--- src/rtl/seq_veto_pkg.sv ---
package seq_veto_pkg;

  localparam int STATE_W = 3;

  // Each state names the suffix of the input history that still matters.
  typedef enum logic [STATE_W-1:0] {
    ST_IDLE  = 3'd0,  // nothing sampled since reset
    ST_Z     = 3'd1,  // ends in 0, with no 1 directly before it
    ST_O     = 3'd2,  // ends in 1, not preceded by a lone 0
    ST_ZO    = 3'd3,  // ends in 0,1
    ST_OZ    = 3'd4,  // ends in 1,0 (not a match)
    ST_MATCH = 3'd5,  // ends in 0,1,0
    ST_DEAD  = 3'd6   // 1,0,0 has been sampled; sticky
  } vstate_t;

  function automatic vstate_t step_state(input vstate_t cur, input logic bit_in);
    vstate_t nxt;
    unique case (cur)
      ST_IDLE:  nxt = bit_in ? ST_O  : ST_Z;
      ST_Z:     nxt = bit_in ? ST_ZO : ST_Z;
      ST_O:     nxt = bit_in ? ST_O  : ST_OZ;
      ST_ZO:    nxt = bit_in ? ST_O  : ST_MATCH;
      ST_OZ:    nxt = bit_in ? ST_ZO : ST_DEAD;
      ST_MATCH: nxt = bit_in ? ST_ZO : ST_DEAD;
      ST_DEAD:  nxt = ST_DEAD;
      default:  nxt = ST_IDLE;
    endcase
    return nxt;
  endfunction

  function automatic logic is_match(input vstate_t cur);
    return cur == ST_MATCH;
  endfunction

endpackage

--- src/rtl/seq_veto_next.sv ---
module seq_veto_next
  import seq_veto_pkg::*;
(
  input  vstate_t cur_state,
  input  logic    bit_in,
  output vstate_t nxt_state,
  output logic    trap_hit
);
  always_comb begin
    nxt_state = step_state(cur_state, bit_in);
    trap_hit  = (nxt_state == ST_DEAD) && (cur_state != ST_DEAD);
  end
endmodule

--- src/rtl/seq_veto_reg.sv ---
module seq_veto_reg
  import seq_veto_pkg::*;
(
  input  logic    clk,
  input  logic    rst,
  input  vstate_t nxt_state,
  output vstate_t cur_state
);
  always_ff @(posedge clk) begin
    if (rst) cur_state <= ST_IDLE;
    else     cur_state <= nxt_state;
  end
endmodule

--- src/rtl/seq_veto_out.sv ---
module seq_veto_out
  import seq_veto_pkg::*;
(
  input  vstate_t cur_state,
  output logic    match_o,
  output logic    dead_o
);
  always_comb begin
    match_o = is_match(cur_state);
    dead_o  = (cur_state == ST_DEAD);
  end
endmodule

--- src/rtl/seq_veto_detector.sv ---
module seq_veto_detector
  import seq_veto_pkg::*;
(
  input  logic clk,
  input  logic rst,
  input  logic x_i,
  output logic z_o
);
  vstate_t state_q;
  vstate_t state_d;
  logic    enter_trap;
  logic    in_trap;
  logic    match_now;

  seq_veto_next u_next (
    .cur_state (state_q),
    .bit_in    (x_i),
    .nxt_state (state_d),
    .trap_hit  (enter_trap)
  );

  seq_veto_reg u_reg (
    .clk       (clk),
    .rst       (rst),
    .nxt_state (state_d),
    .cur_state (state_q)
  );

  seq_veto_out u_out (
    .cur_state (state_q),
    .match_o   (match_now),
    .dead_o    (in_trap)
  );

  assign z_o = match_now;
endmodule

--- config.mk ---
export PLATFORM = sky130hd
export DESIGN_NAME = seq_veto_detector
export DESIGN_NICKNAME = d
export VERILOG_FILES = /design/src/rtl/seq_veto_pkg.sv /design/src/rtl/seq_veto_next.sv /design/src/rtl/seq_veto_reg.sv /design/src/rtl/seq_veto_out.sv /design/src/rtl/seq_veto_detector.sv
export SDC_FILE = /design/constraint.sdc
export NUM_CORES = 1
export LEC_CHECK = 0
export ABC_CLOCK_PERIOD_IN_PS = 2750
export BUFFER_PORTS_ARGS = -buffer_cell sky130_fd_sc_hd__buf_2
export CORE_AREA = 4 4 41 43
export CTS_CLUSTER_SIZE = 12
export DETAILED_ROUTE_END_ITERATION = 10
export DIE_AREA = 0 0 45 47
export PLACE_DENSITY = 0.35
export RECOVER_POWER = 100
export SETUP_SLACK_MARGIN = 0.2
export SLEW_MARGIN = 5
export SYNTH_ARGS = -nofsm -noshare
export SYNTH_HDL_FRONTEND = slang
export SYNTH_SLANG_ARGS = --single-unit
--- constraint.sdc ---
create_clock -name clk -period 2.75 [get_ports clk]
set_input_delay 0.4125 -clock clk [delete_from_list [all_inputs] [get_ports clk]]
set_output_delay 0.4125 -clock clk [all_outputs]
set_load 0.1 [all_outputs]
=== After elaboration in Yosys (flattened, before gate mapping) ===
Index checks and enable logic that the tools add are counted.

* Shift operators: 0
* Add/sub/neg operators: 0
* $mul: 0
* Muxes and demuxes: 6
* Div/mod/pow operators: 0
* Bitwise gates (word level): 0
* Reduce and logical (&&, ||, !) cells: 2
* Equal/unequal tests: 6
* Order comparisons: 0

{| class="wikitable"
|+ Operator list
! operator !! number
|-
| $pmux 3 s6 || 1
|-
| $eq 3x3->1 const B || 3
|-
| $mux 3 || 3
|-
| $eq 3x2->1 const B || 2
|-
| $mux 2 || 2
|-
| $eq 3x1->1 const B || 1
|-
| $logic_not 3->1 || 1
|-
| $reduce_or 2->1 || 1
|}

* Input port bits: 3
* Latch bits: 0
* Logic and storage cells: 15
* Memories kept: 0
* Memory bits (read-only): 0
* Bits in writable memories: 0
* Output and inout bits: 1
* Bits in registers: 3

=== Logic depth before layout (Yosys ltp) ===
* Word-level depth: 3
* Gate-level depth with buffers: 2
* Mapped depth without buffers: 2

=== Hierarchy ===
Synthesis repeated with hierarchy kept, for this count alone.

* Cells, all modules: 18
* Area, all modules: 163.9 um^2

{| class="wikitable"
|+ By module, submodules not included
! module !! seq. area each (um^2) !! times used !! cells an instance !! area each (um^2)
|-
| seq_veto_reg || 60.1 || 1 || 6 || 78.8
|-
| seq_veto_next || 0.0 || 1 || 10 || 67.6
|-
| seq_veto_out || 0.0 || 1 || 2 || 17.5
|}

=== Worst setup path after synthesis ===
Ideal clock, no wire load.

* Path type: reg2out
* From: register u_reg.cur_state[2]
* To: output port z_o
* Path slack: 1.415 ns
* Path buffers: 0
* Stages on the path, launching flop included: 2
* Required time: 2.338 ns
* Arrival: 0.923 ns
* Cell sequence: dfxtp_1 and3b_2

* Cells in the longest elaborated chain, start to end: 1

{| class="wikitable"
|+ RTL lines
! what !! line !! text
|-
| from (decl) || seq_veto_reg.sv:7 || <nowiki>output vstate_t cur_state</nowiki>
|-
| from (signal assigned) || seq_veto_reg.sv:11 || <nowiki>else cur_state <= nxt_state;</nowiki>
|-
| $eq 3x3->1 || seq_veto_pkg.sv:32 || <nowiki>return cur == ST_MATCH;</nowiki>
|-
| to (decl) || seq_veto_detector.sv:7 || <nowiki>output logic z_o</nowiki>
|}

Every way passes these cells.

=== Worst setup path in the final report ===
Ends and elaborated chain as after synthesis.

==> flow_summary.toml <==
[layout]
final_cells = 36
fillerInstances = 160
multi_input_area_um2 = 76.32
fin_nets = 25
ff_latch_area_um2 = 60.06
drive_above_1_share = 0.3333
largest_reg_flops = 3
area_delta_synth_final_pct = 35.90
n_antenna_cell = 0
largest-register = "u_reg.cur_state"
reg_top3 = "u_reg.cur_state (3)"
post-route-util = 0.1529

[critical_path]
required_ns = 2.34
worstSetupPathType = "reg -> out"
worstPathArrival_ns = 1.73
end_kind = "primary output"
cpPeakStageDelay_ns = 0.86
slowest_stage = "clkbuf_1"
cp-start-kind = "register"
crit_fanout = 7
path_cells = "and3b_2 -> clkbuf_1"

[routing]
drcViolationCount = 0
vias_per_cell = 3.556
drt_iter0_markers = 0
vias = 128
antenna_left = 0
drtPass1Iterations = 1
finalWirelength_um = 317
routedWlPerCell_um = 8.806

[cts]
cts.repair.resized = 0
cts_tree = "done"
post_cts_buffers = 0
clk_path_buf_depth = 2
clkSinkCount = 3
cts_buffers = 3
clock-root-buffer = "clkbuf_4"
htree_levels = 1
clkTransAtPathRegs_ns = 0.04
clock_latency_ns = 0.23
cts_hold_buffers = 0

[timing]
finalSetupViolations = 0
timing.final.crit_share = 0.7780
hold_ws_ns = 0.3954
final-hold-violation-count = 0
drv_slew = 0
finClkSkew_ns = 0.0009498
fin_crit_ns = 2.140
setup_total_negative_slack_ns = 0
fmax_mhz = 467.4
rsz0062_at_grt = "false"
worst_slew_pin_slew_ns = 1.168
slew_headroom = 0.2245

[place]
dp_hpwl_um = 208
place_congestion = 0.7019
io_buffers = 3
placed_cells = 32

[floorplan]
die_w_um = 45
core_area_mm2 = 0.001301
dieArea_mm2 = 0.002115
row_count = 13
io-pin-count = 4
initial_core_util = 0.1125
die_h_um = 47

[grt]
track_usage = 0.04578
antenna_found_initial = 0
grt_pass1_wl_um = 593
grt_start_max_net_pins = 8
grt_overflow_total = 0
grt_pass1_vias = 148

[logic_synthesis]
ys_async_sr_fraction = 0
synth_top_cell_by_area = "dfxtp_1"
syn_nets = 17
synth.area.top_cells = "dfxtp_1 (41%), a2111oi_2 (10%), a32o_2 (7.7%)"
syn_area_um2 = 146.4
syn_avg_cell_area_um2 = 10.46
ys_seq_area_frac = 0.4103
ys.flop_type = "dfxtp_1"
synth_top_cell_area_share = 0.4103
yosys_warnings = 0
synthCells = 14
ys_top_cells_by_count = "dfxtp_1 (3), nor2_1 (2)"
synth_edf_count = 0
synth_most_common_cell = "dfxtp_1"
ys_ff_latch = 3
synth_cell_type_count = 11

[flow_run]
drv_cap = 0

[power_and_ir_drop]
power.leakage_nw = 0.09190
power.density_mw_per_mm2 = 705.9
peakVddDrop_v = 0.0002335

[status]
status = "completed"

[min_path]
hold_path_class = "in -> reg"
==> layout by cell type (no fill, tap or decap) <==
cell type	instances
clkbuf_4	3
dfxtp_1	3
nor2_1	2
clkbuf_1	2
buf_2	2
and3b_2	1
a311oi_1	1
o21bai_1	1
and2b_1	1
nor2b_1	1
a2111oi_0	1
inv_1	1
xor2_1	1
a32o_2	1
==> worst paths after layout <==
path | start | endpoint | slack [ns] | depth (start not counted)
worst min register to register | u_reg.cur_state[0]$_SDFF_PP0_ | u_reg.cur_state[1]$_SDFF_PP0_ | 0.51 | 1
worst max-delay path | u_reg.cur_state[2]$_SDFF_PP0_ | z_o | 0.61 | 2
worst max register to register | u_reg.cur_state[0]$_SDFF_PP0_ | u_reg.cur_state[0]$_SDFF_PP0_ | 1.64 | 2
worst min-delay path | rst | u_reg.cur_state[1]$_SDFF_PP0_ | 0.40 | 2
==> area by class of cell <==
class                   count  share of cell area
clock buffers               4              0.1321
inverters                   1             0.01887
multi-input cells          10              0.3836
flip-flops and latches      3              0.3019
well taps                  15             0.09434
repair buffers              3             0.06918
==> critical path, delay by kind of cell (launching register included) <==
kind	cells	cell delay, ns
flip-flops	1	0.43
AND/OR/NAND/NOR	1	0.21
buffers and inverters	1	0.86
==> per-layer routing <==
layer  vias up  part of all wire  track usage
met5         -                 0            0
met4         0                 0      0.07018
met3         0             0.038      0.02299
met2         2              0.57      0.07062
met1        59              0.39      0.03401
li1         67                 -            -
==> metrics by stage <==
| stage | area, um^2 | total power, W | setup WS [ns] |
|---|---|---|---|
| 3_5_place_dp | 180.2 | 0.00006606 | 1.297 |
| 2_1_floorplan | 146.4 | 0.00006092 | 1.415 |
| 4_1_cts | 206.4 | 0.0001491 | 1.035 |
| 6_report | 198.9 | 0.0001404 | 0.6105 |
| 5_1_grt | 198.9 | 0.0001522 | 0.5419 |
| 3_3_place_gp | 180.2 | 0.00006560 | 1.306 |
==> where the power goes <==
part	total (W)	leakage [nW]	internal, W	switching [W]
sequential	0.0000511	0.0248	0.0000470	0.00000409
combinational	0.0000123	0.0521	0.00000612	0.00000622
clock	0.0000770	0.0150	0.0000544	0.0000226
==> cell families (layout without fill, tap and decap cells) <==
logic type | after synthesis | in the layout | synth area share
and+or+nand+nor | 5 | 5 | 0.2137
AOI/OAI and AO/OA | 4 | 4 | 0.2906
xor gates and xnor gates | 1 | 1 | 0.05984
buffers and inverters | 1 | 8 | 0.02562
DFF | 3 | 3 | 0.4103
(Power assumes the default switching activity.)
